$ cat src/rtl/exc_entry.sv
module exc_entry #(
  parameter int XLEN      = 32,
  parameter int CW        = 5,
  parameter int NCAUSE    = 15,
  parameter int VEC_SHIFT = 8,
  parameter int B_SM      = 0,
  parameter int B_TEE     = 1,
  parameter int B_IEE     = 2,
  parameter int B_DME     = 5,
  parameter int B_IME     = 6,
  parameter int B_DSX     = 13,
  parameter int C_TICK    = 5,
  parameter int C_INT     = 8,
  parameter int C_SYSC    = 12,
  parameter int C_FPE     = 13
) (
  input  logic            clk,
  input  logic            rst_n,
  input  logic            exc_valid,
  input  logic [CW-1:0]   exc_cause,
  input  logic            in_dslot,
  input  logic [XLEN-1:0] pc_cur,
  input  logic [XLEN-1:0] pc_nxt,
  input  logic [XLEN-1:0] pc_tgt,
  input  logic [XLEN-1:0] sr_in,
  output logic            commit,
  output logic [XLEN-1:0] epc_out,
  output logic [XLEN-1:0] esr_out,
  output logic [XLEN-1:0] sr_out,
  output logic [XLEN-1:0] pc_out,
  output logic            tlb_flush,
  output logic            abort,
  output logic            dslot_clr
);

  localparam logic [XLEN-1:0] INSN_BYTES = XLEN'(4);
  localparam logic [XLEN-1:0] DSX_BIT    = XLEN'(1) << B_DSX;
  localparam logic [XLEN-1:0] SM_BIT     = XLEN'(1) << B_SM;
  localparam logic [XLEN-1:0] CLR_MASK   = (XLEN'(1) << B_TEE) | (XLEN'(1) << B_IEE)
                                         | (XLEN'(1) << B_DME) | (XLEN'(1) << B_IME);

  logic            resume_cls;
  logic            legal;
  logic [XLEN-1:0] epc_d, esr_d, sr_d, vec_d;

  assign resume_cls = (exc_cause == CW'(C_TICK)) || (exc_cause == CW'(C_INT)) ||
                      (exc_cause == CW'(C_SYSC)) || (exc_cause == CW'(C_FPE));
  assign legal      = (exc_cause != '0) && (exc_cause < CW'(NCAUSE));

  assign epc_d = in_dslot ? (resume_cls ? pc_tgt : pc_cur - INSN_BYTES)
                          : (resume_cls ? pc_nxt : pc_cur);
  assign esr_d = in_dslot ? (sr_in | DSX_BIT) : sr_in;
  assign sr_d  = (esr_d & ~CLR_MASK) | SM_BIT;
  assign vec_d = {{(XLEN-CW){1'b0}}, exc_cause} << VEC_SHIFT;

  always_ff @(posedge clk) begin
    if (!rst_n) begin
      commit    <= 1'b0;
      tlb_flush <= 1'b0;
      abort     <= 1'b0;
      dslot_clr <= 1'b0;
      epc_out   <= '0;
      esr_out   <= '0;
      sr_out    <= '0;
      pc_out    <= '0;
    end else begin
      commit    <= exc_valid;
      tlb_flush <= exc_valid;
      abort     <= exc_valid && !legal;
      dslot_clr <= exc_valid && in_dslot;
      if (exc_valid) begin
        epc_out <= epc_d;
        esr_out <= esr_d;
        sr_out  <= sr_d;
        if (legal) pc_out <= vec_d;
      end
    end
  end

  assert_pulse_after_valid_R7: assert property (@(posedge clk) disable iff (!rst_n)
    exc_valid |=> (commit && tlb_flush));
  assert_no_pulse_idle_R7: assert property (@(posedge clk) disable iff (!rst_n)
    !exc_valid |=> (!commit && !tlb_flush && !abort && !dslot_clr));
  assert_abort_holds_pc_R6: assert property (@(posedge clk) disable iff (!rst_n)
    abort |-> $stable(pc_out));
  assert_supervisor_set_R4: assert property (@(posedge clk) disable iff (!rst_n)
    commit |-> (sr_out[B_SM] && !sr_out[B_TEE] && !sr_out[B_IEE] && !sr_out[B_DME] && !sr_out[B_IME]));
  assert_dsx_saved_R3: assert property (@(posedge clk) disable iff (!rst_n)
    dslot_clr |-> (esr_out[B_DSX] && sr_out[B_DSX]));
  assert_vector_aligned_R5: assert property (@(posedge clk) disable iff (!rst_n)
    (commit && !abort) |-> (pc_out[VEC_SHIFT-1:0] == '0 && pc_out != '0));
  assert_pulse_only_with_commit_R8: assert property (@(posedge clk) disable iff (!rst_n)
    (abort || dslot_clr) |-> commit);

endmodule

$ cat config.mk
export PLATFORM = sky130hd
export DESIGN_NAME = exc_entry
export DESIGN_NICKNAME = d
export VERILOG_FILES = /design/src/rtl/exc_entry.sv
export SDC_FILE = /design/constraint.sdc
export NUM_CORES = 1
export LEC_CHECK = 0
export BUFFER_PORTS_ARGS = -buffer_cell sky130_fd_sc_hd__buf_2
export CAP_MARGIN = 5
export CORE_MARGIN = 10
export CORE_UTILIZATION = 45
export CTS_BUF_LIST = sky130_fd_sc_hd__clkbuf_2 sky130_fd_sc_hd__clkbuf_4 sky130_fd_sc_hd__clkbuf_8
export DETAILED_ROUTE_END_ITERATION = 7
export HOLD_SLACK_MARGIN = 0.12
export PLACE_DENSITY = 0.88
export SYNTH_ARGS = -nofsm -noshare
export SYNTH_HDL_FRONTEND = slang
export SYNTH_SLANG_ARGS = --single-unit
$ cat constraint.sdc
create_clock -name clk -period 2.5 [get_ports clk]
set_input_delay 0.25 -clock clk [delete_from_list [all_inputs] [get_ports clk]]
set_output_delay 0.25 -clock clk [all_outputs]
set_load 0.01 [all_outputs]
==> reports/qor.yml <==
outcome: "finished clean"
rsz0062_at_grt: "false"
async_flop_share_pct: 0
fin_crit_sh_pct: 74.8
final.setup.worst_slack_ns: 0.631
port_buffers: 237
nFillCells: 852
finalNetCount: 841
slowest_delay_ns: 0.58
worstHoldPathCells: 3
critPathRequiredTime_ns: 2.72
holdCritPathClass: "primary input to flop"
setup_violations: 0
comb_power_share_pct: 21.7
dp_slack_ns: 0.275
critPathSlowestCell: "or4_4"
critPathMaxFanout: 7
synthMostInstantiatedCell: "dfxtp_1"
pwr-share-seq_pct: 42.7
viasPerCell: 5.25
numCtsBuffers: 9
synth_top_area_share_pct: 33.4
clkLatencyLatePin_ns: 0.34
core-area_um2: 9370
swShare_pct: 29.3
slew_headroom_pct: 62.1
worstSetupStartpointType: "primary input"
use_met1_pct: 22.9
synth_area_um2: 4380
vias: 4401
tns_ns: 0
finalWirelength_um: 15800
grt_overflow: 0
postCtsHoldBufs: 0
intPower_mw: 2.12
grt.total_usage_pct: 21.1
vdd_ir_drop_max_v: 0.000316
p_sw_mw: 0.879
grt_pass1_vias: 4597
r2r_cells: 3
rows: 35
synth_area_leaders: "dfxtp_1 (33%), mux2i_1 (14%), buf_4 (10%), nor2b_1 (4.7%), nand2_1 (3.1%)"
finClkSkew_ns: 0
start_util_pct: 46.7
critical_path_class: "primary input to flop"
worstPathCellList: "buf_2, or4_4, or4_4, o31a_1, o21ai_0, a31oi_1"
drt_iter0_markers: 289
gp_congestion: 0.874
ys.flop_type: "dfxtp_1"
holdWs_ns: 0.172
max-clock-path-buffers: 2
place_hpwl_um: 12900
use_met3_pct: 8.47
cp_common_cell: "or4_4"
dieHeight_um: 119
design.die.area_um2: 14100
synth_enable_flop_cells: 0
p_leak_nw: 2.72
drive_gt1_share_pct: 39.4
grt_use_met2_pct: 37.1
maxCapViolCount: 0
area_delta_synth_final_pct: 28.3
grt_pass1_wl_um: 24600
clock_tree.root_cell: "clkbuf_8"
multiInputGateArea_um2: 2450
first_pass_iters: 4
crit_arrival_ns: 2.09
dieWidth_um: 119
cts_setup_buffers: 0
grt_max_degree: 51
cts_tree: "done"
worst_slew_pin_slew_ns: 0.565
powerDensity_nw_per_um2: 534
register_area_um2: 1460
grt_antenna_before_repair: 1
report.final.slew_viol_count: 0
clk_pin_slew_ns: 0.09
yosys_register_bits: 73
ant_nets: 0
grt_busiest_layer: "met2"
min_period_ns: 1.87
ys_types: 54
syn_avg_cell_area_um2: 8.72
yosysSeqAreaShare_pct: 33.4
post_cts_resized: 0
cts.sinks: 73
io_pins: 269
synth_top_area_cell: "dfxtp_1"
drc: 0
end_kind: "flop"
cts.htree.levels: 3
synth_warnings: 0
wl_per_cell_um: 18.9
synth_cells: 502
fmax_mhz: 535
clock_power_share_pct: 35.6
yosys-top-cells-count: "dfxtp_1 (73), mux2i_1 (60), buf_4 (59)"
hold_viol: 0
-- area by class of cell --
| cell class | count | area share (%) |
|---|---|---|
| antenna | 1 | 0.0446 |
| clock buffer | 10 | 2.45 |
| clock inverter | 6 | 1.60 |
| inverter | 6 | 0.401 |
| multi-input combinational | 364 | 43.7 |
| sequential | 73 | 26.0 |
| tap | 129 | 2.87 |
| timing repair buffer | 249 | 22.9 |
-- final timing paths --
path / from / endpoint / slack, ns
worst max-delay path: pc_cur[22] / epc_out[31] / 0.63
worst min-delay path: sr_in[3] / esr_out[3] / 0.17
worst max register to register: epc_out[30] / epc_out[30] / 1.67
worst min register to register: epc_out[10] / epc_out[10] / 0.45
-- metrics by stage --
| step | area (um^2) | power [mW] | instances | util (%) |
|---|---|---|---|---|
| after floorplan | 4490 | 1.71 | 532 | - |
| after global placement | 5390 | 1.94 | 821 | 57.5 |
| after detailed placement | 5390 | 1.96 | 821 | 57.5 |
| after CTS | 5610 | 3.02 | 837 | 59.9 |
| after global routing | 5620 | 3.14 | 838 | 59.9 |
| final | 5620 | 3.00 | 838 | 59.9 |
-- critical path: cells and delay by family --
kind            cells  cell delay [ns]
buf+inv             1             0.12
simple gates        2             1.11
compound gates      3             0.61
-- routing by layer --
metal	up-vias	wire length, um
met5	-	0
met2	209	7950
met3	17	1430
met4	0	218
li1	2119	-
met1	2056	6220
-- power groups by stage --
stage          Clock, mW  Sequential [mW]  Combinational, mW
2_1_floorplan          0             1.34              0.367
3_3_place_gp           0             1.30              0.636
3_5_place_dp           0             1.31              0.653
4_1_cts             1.09             1.28              0.655
5_1_grt             1.14             1.29              0.714
6_report            1.07             1.28              0.651
-- state kept, by name (all words and copies together) (netlist names) --
name and count:
abort 1, esr_out 32, epc_out 32, dslot_clr 1, pc_out 5, sr_out 1, tlb_flush 1
-- placed cells by master (no fill, tap or decap), types with 5 or more instances in the layout --
cell,count
nor2_1,18
a21oi_1,8
xnor2_1,12
a21boi_0,9
clkbuf_8,10
nand3_1,10
buf_2,237
nand2_1,36
nor3_1,15
mux2i_1,60
buf_4,11
a22o_1,5
dfxtp_1,73
nor2b_1,33
a31oi_1,5
o31a_1,6
o31ai_1,10
o21a_1,11
o21ai_0,21
conb_1,31
nor4_1,14
-- kinds of logic after synthesis --
logic type / after synthesis / share of synthesized area (%)
other: 1 / 0.0857
XOR/XNOR: 14 / 2.80
multiplexers: 64 / 15.0
AO/OA/AOI/OAI: 94 / 15.2
buffers and inverters: 95 / 13.3
adder cells (fa/ha/maj): 1 / 0.286
AND/OR/NAND/NOR: 160 / 20.0
flip-flops: 73 / 33.4
Power figures use the tool's default switching activity.
